==> src/rtl/pbmap_pkg.sv <==
package pbmap_pkg;

   // Which local device the upper port bits currently point at.
   typedef enum logic [1:0] {
      TGT_WORDS = 2'd0,
      TGT_BYTE  = 2'd1,
      TGT_FLAG  = 2'd2
   } tgt_e;

   // Number of port bits consumed by the device decode.
   localparam int unsigned SEL_BITS = 2;

endpackage

==> src/rtl/pbmap_decode.sv <==
module pbmap_decode
   import pbmap_pkg::*;
(
   input  logic                clk,
   input  logic                rst,
   input  logic [SEL_BITS-1:0] sel_bits,
   input  logic                wr_stb,
   output tgt_e                tgt,
   output logic                we_words,
   output logic                we_byte,
   output logic                we_flag
);

   // Partial decode: the top bit alone picks the flag, aliasing bit 6.
   always_comb begin
      if (sel_bits[1])
         tgt = TGT_FLAG;
      else if (sel_bits[0])
         tgt = TGT_BYTE;
      else
         tgt = TGT_WORDS;
   end

   always_comb begin
      we_words = wr_stb && (tgt == TGT_WORDS);
      we_byte  = wr_stb && (tgt == TGT_BYTE);
      we_flag  = wr_stb && (tgt == TGT_FLAG);
   end

   assert_one_we_R5 : assert property (@(posedge clk) disable iff (rst)
      $onehot0({we_words, we_byte, we_flag}));

   assert_we_needs_stb_R4 : assert property (@(posedge clk) disable iff (rst)
      !wr_stb |-> !(we_words || we_byte || we_flag));

endmodule

==> src/rtl/pbmap_words.sv <==
module pbmap_words #(
   parameter int unsigned AW = 6,
   parameter int unsigned DW = 8
) (
   input  logic          clk,
   input  logic          rst,
   input  logic          we,
   input  logic [AW-1:0] addr,
   input  logic [DW-1:0] wdata,
   output logic [DW-1:0] rdata
);

   localparam int unsigned DEPTH = 1 << AW;

   generate
      if (AW < 1 || AW > 10) begin : g_bad_depth
         $error("pbmap_words: AW out of supported range");
      end
   endgenerate

   logic [DW-1:0] store [DEPTH];

   // No reset on the array: contents survive a reset of the block.
   always_ff @(posedge clk) begin
      if (we)
         store[addr] <= wdata;
   end

   assign rdata = store[addr];

   assert_wr_lands_R1 : assert property (@(posedge clk) disable iff (rst)
      we |=> (addr != $past(addr)) || (rdata == $past(wdata)));

endmodule

==> src/rtl/pbmap_hold.sv <==
module pbmap_hold #(
   parameter int unsigned W = 8
) (
   input  logic         clk,
   input  logic         rst,
   input  logic         en,
   input  logic [W-1:0] d,
   output logic [W-1:0] q
);

   generate
      if (W < 1) begin : g_bad_width
         $error("pbmap_hold: W must be at least 1");
      end
   endgenerate

   always_ff @(posedge clk) begin
      if (rst)
         q <= '0;
      else if (en)
         q <= d;
   end

   assert_hold_R6 : assert property (@(posedge clk) disable iff (rst)
      !en |=> $stable(q));

   assert_load_R5 : assert property (@(posedge clk) disable iff (rst)
      en |=> (q == $past(d)));

endmodule

==> src/rtl/pbmap_top.sv <==
module pbmap_top
   import pbmap_pkg::*;
#(
   parameter int unsigned ADDR_W   = 8,
   parameter int unsigned DATA_W   = 8,
   parameter int unsigned FLAG_BIT = 0
) (
   input  logic              clk,
   input  logic              rst,
   input  logic [ADDR_W-1:0] port_id,
   input  logic [DATA_W-1:0] wr_data,
   input  logic              wr_stb,
   input  logic              rd_stb,
   output logic [DATA_W-1:0] rd_data
);

   localparam int unsigned MEM_AW = ADDR_W - SEL_BITS;

   generate
      if (ADDR_W <= SEL_BITS) begin : g_bad_addr
         $error("pbmap_top: ADDR_W too small for the device decode");
      end
      if (FLAG_BIT >= DATA_W) begin : g_bad_flag
         $error("pbmap_top: FLAG_BIT outside the data bus");
      end
   endgenerate

   // The read pulse carries no meaning for a combinational read path.
   logic unused_rd_stb;
   assign unused_rd_stb = rd_stb;

   tgt_e              tgt;
   logic              we_words, we_byte, we_flag;
   logic [DATA_W-1:0] words_q, byte_q;
   logic              flag_q;

   pbmap_decode u_decode (
      .clk      (clk),
      .rst      (rst),
      .sel_bits (port_id[ADDR_W-1 -: SEL_BITS]),
      .wr_stb   (wr_stb),
      .tgt      (tgt),
      .we_words (we_words),
      .we_byte  (we_byte),
      .we_flag  (we_flag)
   );

   pbmap_words #(.AW(MEM_AW), .DW(DATA_W)) u_words (
      .clk   (clk),
      .rst   (rst),
      .we    (we_words),
      .addr  (port_id[MEM_AW-1:0]),
      .wdata (wr_data),
      .rdata (words_q)
   );

   pbmap_hold #(.W(DATA_W)) u_byte (
      .clk (clk),
      .rst (rst),
      .en  (we_byte),
      .d   (wr_data),
      .q   (byte_q)
   );

   pbmap_hold #(.W(1)) u_flag (
      .clk (clk),
      .rst (rst),
      .en  (we_flag),
      .d   (wr_data[FLAG_BIT]),
      .q   (flag_q)
   );

   always_comb begin
      unique case (tgt)
         TGT_BYTE: rd_data = byte_q;
         TGT_FLAG: rd_data = {{(DATA_W-1){1'b0}}, flag_q};
         default:  rd_data = words_q;
      endcase
   end

   assert_flag_zext_R7 : assert property (@(posedge clk) disable iff (rst)
      port_id[ADDR_W-1] |-> (rd_data[DATA_W-1:1] == '0));

   assert_byte_alias_R2 : assert property (@(posedge clk) disable iff (rst)
      (port_id[ADDR_W-1 -: SEL_BITS] == 2'b01) |-> (rd_data == byte_q));

   assert_no_stb_R4 : assert property (@(posedge clk) disable iff (rst)
      !wr_stb |=> $stable(byte_q) && $stable(flag_q));

endmodule

==> config.mk <==
export PLATFORM = sky130hd
export DESIGN_NAME = pbmap_top
export DESIGN_NICKNAME = d
export VERILOG_FILES = /design/src/rtl/pbmap_pkg.sv /design/src/rtl/pbmap_decode.sv /design/src/rtl/pbmap_words.sv /design/src/rtl/pbmap_hold.sv /design/src/rtl/pbmap_top.sv
export SDC_FILE = /design/constraint.sdc
export NUM_CORES = 1
export LEC_CHECK = 0
export BUFFER_PORTS_ARGS = -buffer_cell sky130_fd_sc_hd__buf_2
export CAP_MARGIN = 20
export CORE_ASPECT_RATIO = 0.5
export CORE_MARGIN = 2
export CORE_UTILIZATION = 30
export DETAILED_ROUTE_END_ITERATION = 16
export SYNTH_ARGS = -nofsm -noshare
export SYNTH_HDL_FRONTEND = slang
export SYNTH_SLANG_ARGS = --single-unit
==> constraint.sdc <==
create_clock -name clk -period 2.9 [get_ports clk]
set_clock_uncertainty 0.05 [all_clocks]
set_input_delay 0.29 -clock clk [delete_from_list [all_inputs] [get_ports clk]]
set_output_delay 0.29 -clock clk [all_outputs]
set_load 0.01 [all_outputs]
After elaboration in Yosys (flattened, before gate mapping)
Memories as Yosys holds them, arrays and structs flattened. Cells that the tools add are included.

Bitwise logic cells: 0. Shift-type cells: 0. Equality and inequality tests: 2. Add/subtract/negate cells: 0. Reductions and logical operators: 4. $mul: 0. Multiplexer cells: 5. Div/mod/pow operators: 0. Magnitude comparators: 0.

Operators with widths (count): case mux 8 bit (2 select lines) (1); logical AND 1 bit (3); 2-to-1 mux 1 bit (3); equality test 2 x 1 -> 1 bit (second input constant) (1); equality test 2 bit (second input constant) (1); logical NOT 2 bit (1); 2-to-1 mux 2 bit (1).

Register bits after elaboration: 9. Output and inout port bits: 8. Word-level logic and storage cells: 14. Input port bits: 20. Memory bits (read-only): 0. Bits in writable memories: 512. Memories kept: 1. Latch bits: 0.

Memory list: u_words.store (words 64, bits a word 8, rd ports 1, clocked after Yosys merged registers in 0, wr ports 1, line pbmap_words.sv:21) `logic [DW-1:0] store [DEPTH];`.

Depth between registers and ports, before layout
Depth after elaboration: 6. Depth in mapped cells: 10. Gate-level depth less buffers: 6.

Cells and area by module
From an unflattened synthesis, not the netlist that was laid out.

Cell total of the unflattened synthesis: 1215. Area, all modules: 20784.9 µm².

By module, submodules not included: pbmap_words (area an instance 20289.5 µm², times used 1, sequential area each 15374.7 µm², cells an instance 1163); pbmap_hold (u_byte) (area an instance 285.3 µm², times used 1, sequential area each 160.2 µm², cells an instance 26); pbmap_top (area an instance 138.9 µm², times used 1, sequential area each 0.0 µm², cells an instance 18); pbmap_decode (area an instance 37.5 µm², times used 1, sequential area each 0.0 µm², cells an instance 5); pbmap_hold (u_flag) (area an instance 33.8 µm², times used 1, sequential area each 20.0 µm², cells an instance 3).

Worst setup path after synthesis
Ideal clock, no wire load.

Path kind: in2reg. Start: input port_id[1]. End: memory u_words.store[13][0] (enable). Data required time: 2480 ps. Path buffers: 4. Setup time: 370 ps. Stages: 8. Path slack: 610 ps. Arrival: 1870 ps. Path through: buf_6 > buf_6 > inv_1 > buf_2 > clkbuf_1 > and3_1 > nand2_1 > nor2_1.

RTL lines: start, declared (line pbmap_top.sv:10) `input logic [ADDR_W-1:0] port_id,`; end, declared (line pbmap_words.sv:21).

Straight into the memory's write port.

Worst setup path after layout
Start: memory u_words.store[11][0]. End: output rd_data[0].

Word-level cells in the longest chain between the ends: 2.

Ends and longest elaborated chain: memory read (64 x 8 bit); case mux 8 bit (2 select lines) (line pbmap_top.sv:74) `unique case (tgt)`; end, declared (line pbmap_top.sv:14) `output logic [DATA_W-1:0] rd_data`.

No other way between the ends.

==> summary.txt <==
status -> finished, violations left
failing checks -> setup timing
Num CTS Buffers -> 51
final hold viol count -> 0
fmax -> 0.344 GHz
PwrDens -> 629 nW/um^2
layout cells sized above 1 -> 27.5%
Final Critical Period -> 2.91 ns
Crit Path Max Fanout -> 1
fillcell total -> 6264
Placed Area -> 23100 um^2
post-synth net total -> 1236
Final nets -> 1429
FF-to-FF setup slack -> 1.74 ns
drt first pass iters -> 5
largest net degree at the start of global routing -> 66
fin crit share -> 100%
post-synthesis sequential area ratio -> 75.9%
crit path launch type -> flip-flop
Mean Syn Cell Area -> 16.8 um^2
detailed router's first-iteration violation count -> 1481
total track usage -> 15.6%
gpl congestion -> 0.876
maximum vdd drop -> 437 uV
worst relative slew slack -> 39.0%
Via Count -> 12300
Setup crit end kind -> primary output
Slew @ Worst Pin -> 0.915 ns
initial antenna violation count -> 1
Leak Pwr -> 8.05 nW
class of the worst hold path -> primary input to flip-flop
Async SR Flop Fraction -> 0%
Initial Util -> 30.5%
maximum capacitance violations -> 0
CP Class -> flip-flop to primary output
Die W -> 374 um
DR WL/cell -> 23.9 um
row count -> 67
CTS tree -> built
#FFs+latches synth -> 521
vias in the first global route -> 12100
WP data arrival -> 2.57 ns
Total Power -> 15.6 mW
clock root buffer -> clkbuf_16
Netlist Area Pre-Place -> 20500 um^2
core area -> 67200 um^2
Clock Sink Count -> 521
drt drc -> 0
die height -> 189 um
post-CTS setup buffers -> 0
final setup margin -> -0.00833 ns
Slew Viols, Final -> 0
Util after Layout -> 36.9%
Primary FF master, synth -> edfxtp_1
CP cell instances -> mux4_2, nor2_4, nor3_2, a2111oi_4, o211ai_1, o31a_1, buf_2
Post-synth EDFFs -> 512
worst skew pair latency -> 0.59 ns
Die ar. -> 70500 um^2
final wirelength -> 56.1 mm
most frequent cells in the layout -> 512 x edfxtp_1, 185 x buf_4, 96 x a22oi_1
unrepaired setup endpoints after global routing -> true
most common cell after layout, fill and taps aside -> edfxtp_1
IO Count -> 28
area added between synthesis and finish -> 21.2%
Worst Path Required -> 2.56 ns
post-synthesis cell count -> 1216
first-pass GRT wire length -> 81.5 mm
Slowest-stage cell, CP -> mux4_2
n_diodes -> 0
grt total ovfl -> 0
Largest stage delay, worst path -> 0.51 ns
# setup viols final -> 1
Finished Cell Area -> 24800 um^2
Clock Path Buffers -> 3
Netlist cell types -> 60
I/O Buffers -> 26
antenna-violating nets left -> 0
H-tree levels -> 2
synth warn -> 0
DP HPWL -> 36.6 mm
Via density -> 5.24
clk slew on worst S/H paths -> 0.06 ns
==> power breakdown <==
part	internal, mW	total [mW]	switching, mW
sequential	8.28	8.29	0.00587
clock	3.54	6.30	2.76
combinational	0.377	1.03	0.654
total	12.2	15.6	3.42
==> path summary, 6_finish.rpt <==
check                                     startpoint                   to  depth (start not counted)
worst max-delay path            u_words.store[11][0]           rd_data[0]                          7
worst min-delay path                      wr_data[3]  u_words.store[3][3]                          1
worst max register to register              u_flag.q             u_flag.q                          3
worst min register to register           u_byte.q[2]          u_byte.q[2]                          2
==> worst max-delay path: cells and delay by family (launching register included) <==
kind / cells / cell delay, ns
AO/OA/AOI/OAI: 3 / 0.77
multiplexers: 1 / 0.51
flip-flops: 1 / 0.37
AND/OR/NAND/NOR: 2 / 0.16
buffers and inverters: 1 / 0.15
==> Yosys cell counts, drive strengths merged (2+ instances only) <==
master | n | area, um^2
a22oi | 101 | 758
o211ai | 3 | 22.5
a311oi | 3 | 26.3
o221ai | 4 | 41.3
nor3 | 12 | 60.1
a31oi | 4 | 25.0
o21bai | 3 | 22.5
edfxtp | 512 | 15400
nor4 | 2 | 12.5
a221oi | 57 | 531
and2 | 6 | 40.0
o22a | 7 | 61.3
a221o | 9 | 90.1
o31a | 6 | 52.6
nand3b | 2 | 15.0
mux4 | 20 | 450
mux2i | 25 | 250
nor2b | 10 | 70.1
clkbuf | 43 | 161
inv | 8 | 30.0
a22o | 14 | 123
nor2 | 99 | 374
nand2 | 28 | 105
mux2 | 36 | 409
a32oi | 2 | 17.5
buf | 48 | 314
o21ai | 40 | 200
a211oi | 7 | 52.6
nand4 | 2 | 12.5
and3 | 6 | 37.5
o22ai | 28 | 175
a2111oi | 2 | 30.0
or2 | 2 | 12.5
nand3 | 5 | 25.0
o32ai | 3 | 26.3
or3 | 2 | 12.5
a21oi | 34 | 170
dfxtp | 9 | 180
a222oi | 3 | 30.0
==> final cells by class <==
class / instances / area [um^2] / area share [%]
clock inverter: 29 / 229 / 0.922
inverter: 8 / 30.0 / 0.121
sequential: 521 / 15600 / 62.6
multi-input combinational: 596 / 4640 / 18.7
timing repair buffer: 231 / 1920 / 7.74
tap: 897 / 1120 / 4.52
clock buffer: 61 / 1340 / 5.38
==> per-stage QoR <==
step | hold slack, ns | instances | setup TNS (ns) | worst slack, ns
floorplan | 0.339 | 1216 | 0 | 0.610
global placement | 0.403 | 2252 | -0.0311 | -0.0311
detailed placement | 0.403 | 2252 | -0.0546 | -0.0546
CTS | 0.00744 | 2343 | -0.138 | -0.0713
global route | 0.0259 | 2343 | -0.167 | -0.106
finish | 0.0257 | 2343 | -0.00833 | -0.00833
==> per-layer routing <==
layer / wire length (um) / track usage, % / share of wire, %
met1: 23800 / 21.1 / 42
met3: 5010 / 3.59 / 8.9
met5: 13 / 0 / 0.023
met4: 1640 / 5.62 / 2.9
met2: 25700 / 24.8 / 46
==> registers in the layout (all words and copies together), names as in the netlist <==
register	count
u_flag.q	1
u_byte.q	8
u_words.store	512
==> repair_timing <==
action,4_1_cts,5_1_grt
resized for setup,18,19
hold endpoints to repair,9,0
hold buffers,2,0
setup endpoints to repair,8,8
pin swaps,6,12
==> cells by family (layout without fill, tap and decap cells) <==
logic type      count (synthesis)  after routing  share of synthesized area (%)
compound gates                334            334                           12.2
buf+inv                        99            329                           2.47
flops                         521            521                           75.9
mux                            81             81                           5.42
simple gates                  181            181                           4.00
Power figures use the tool's default switching activity.
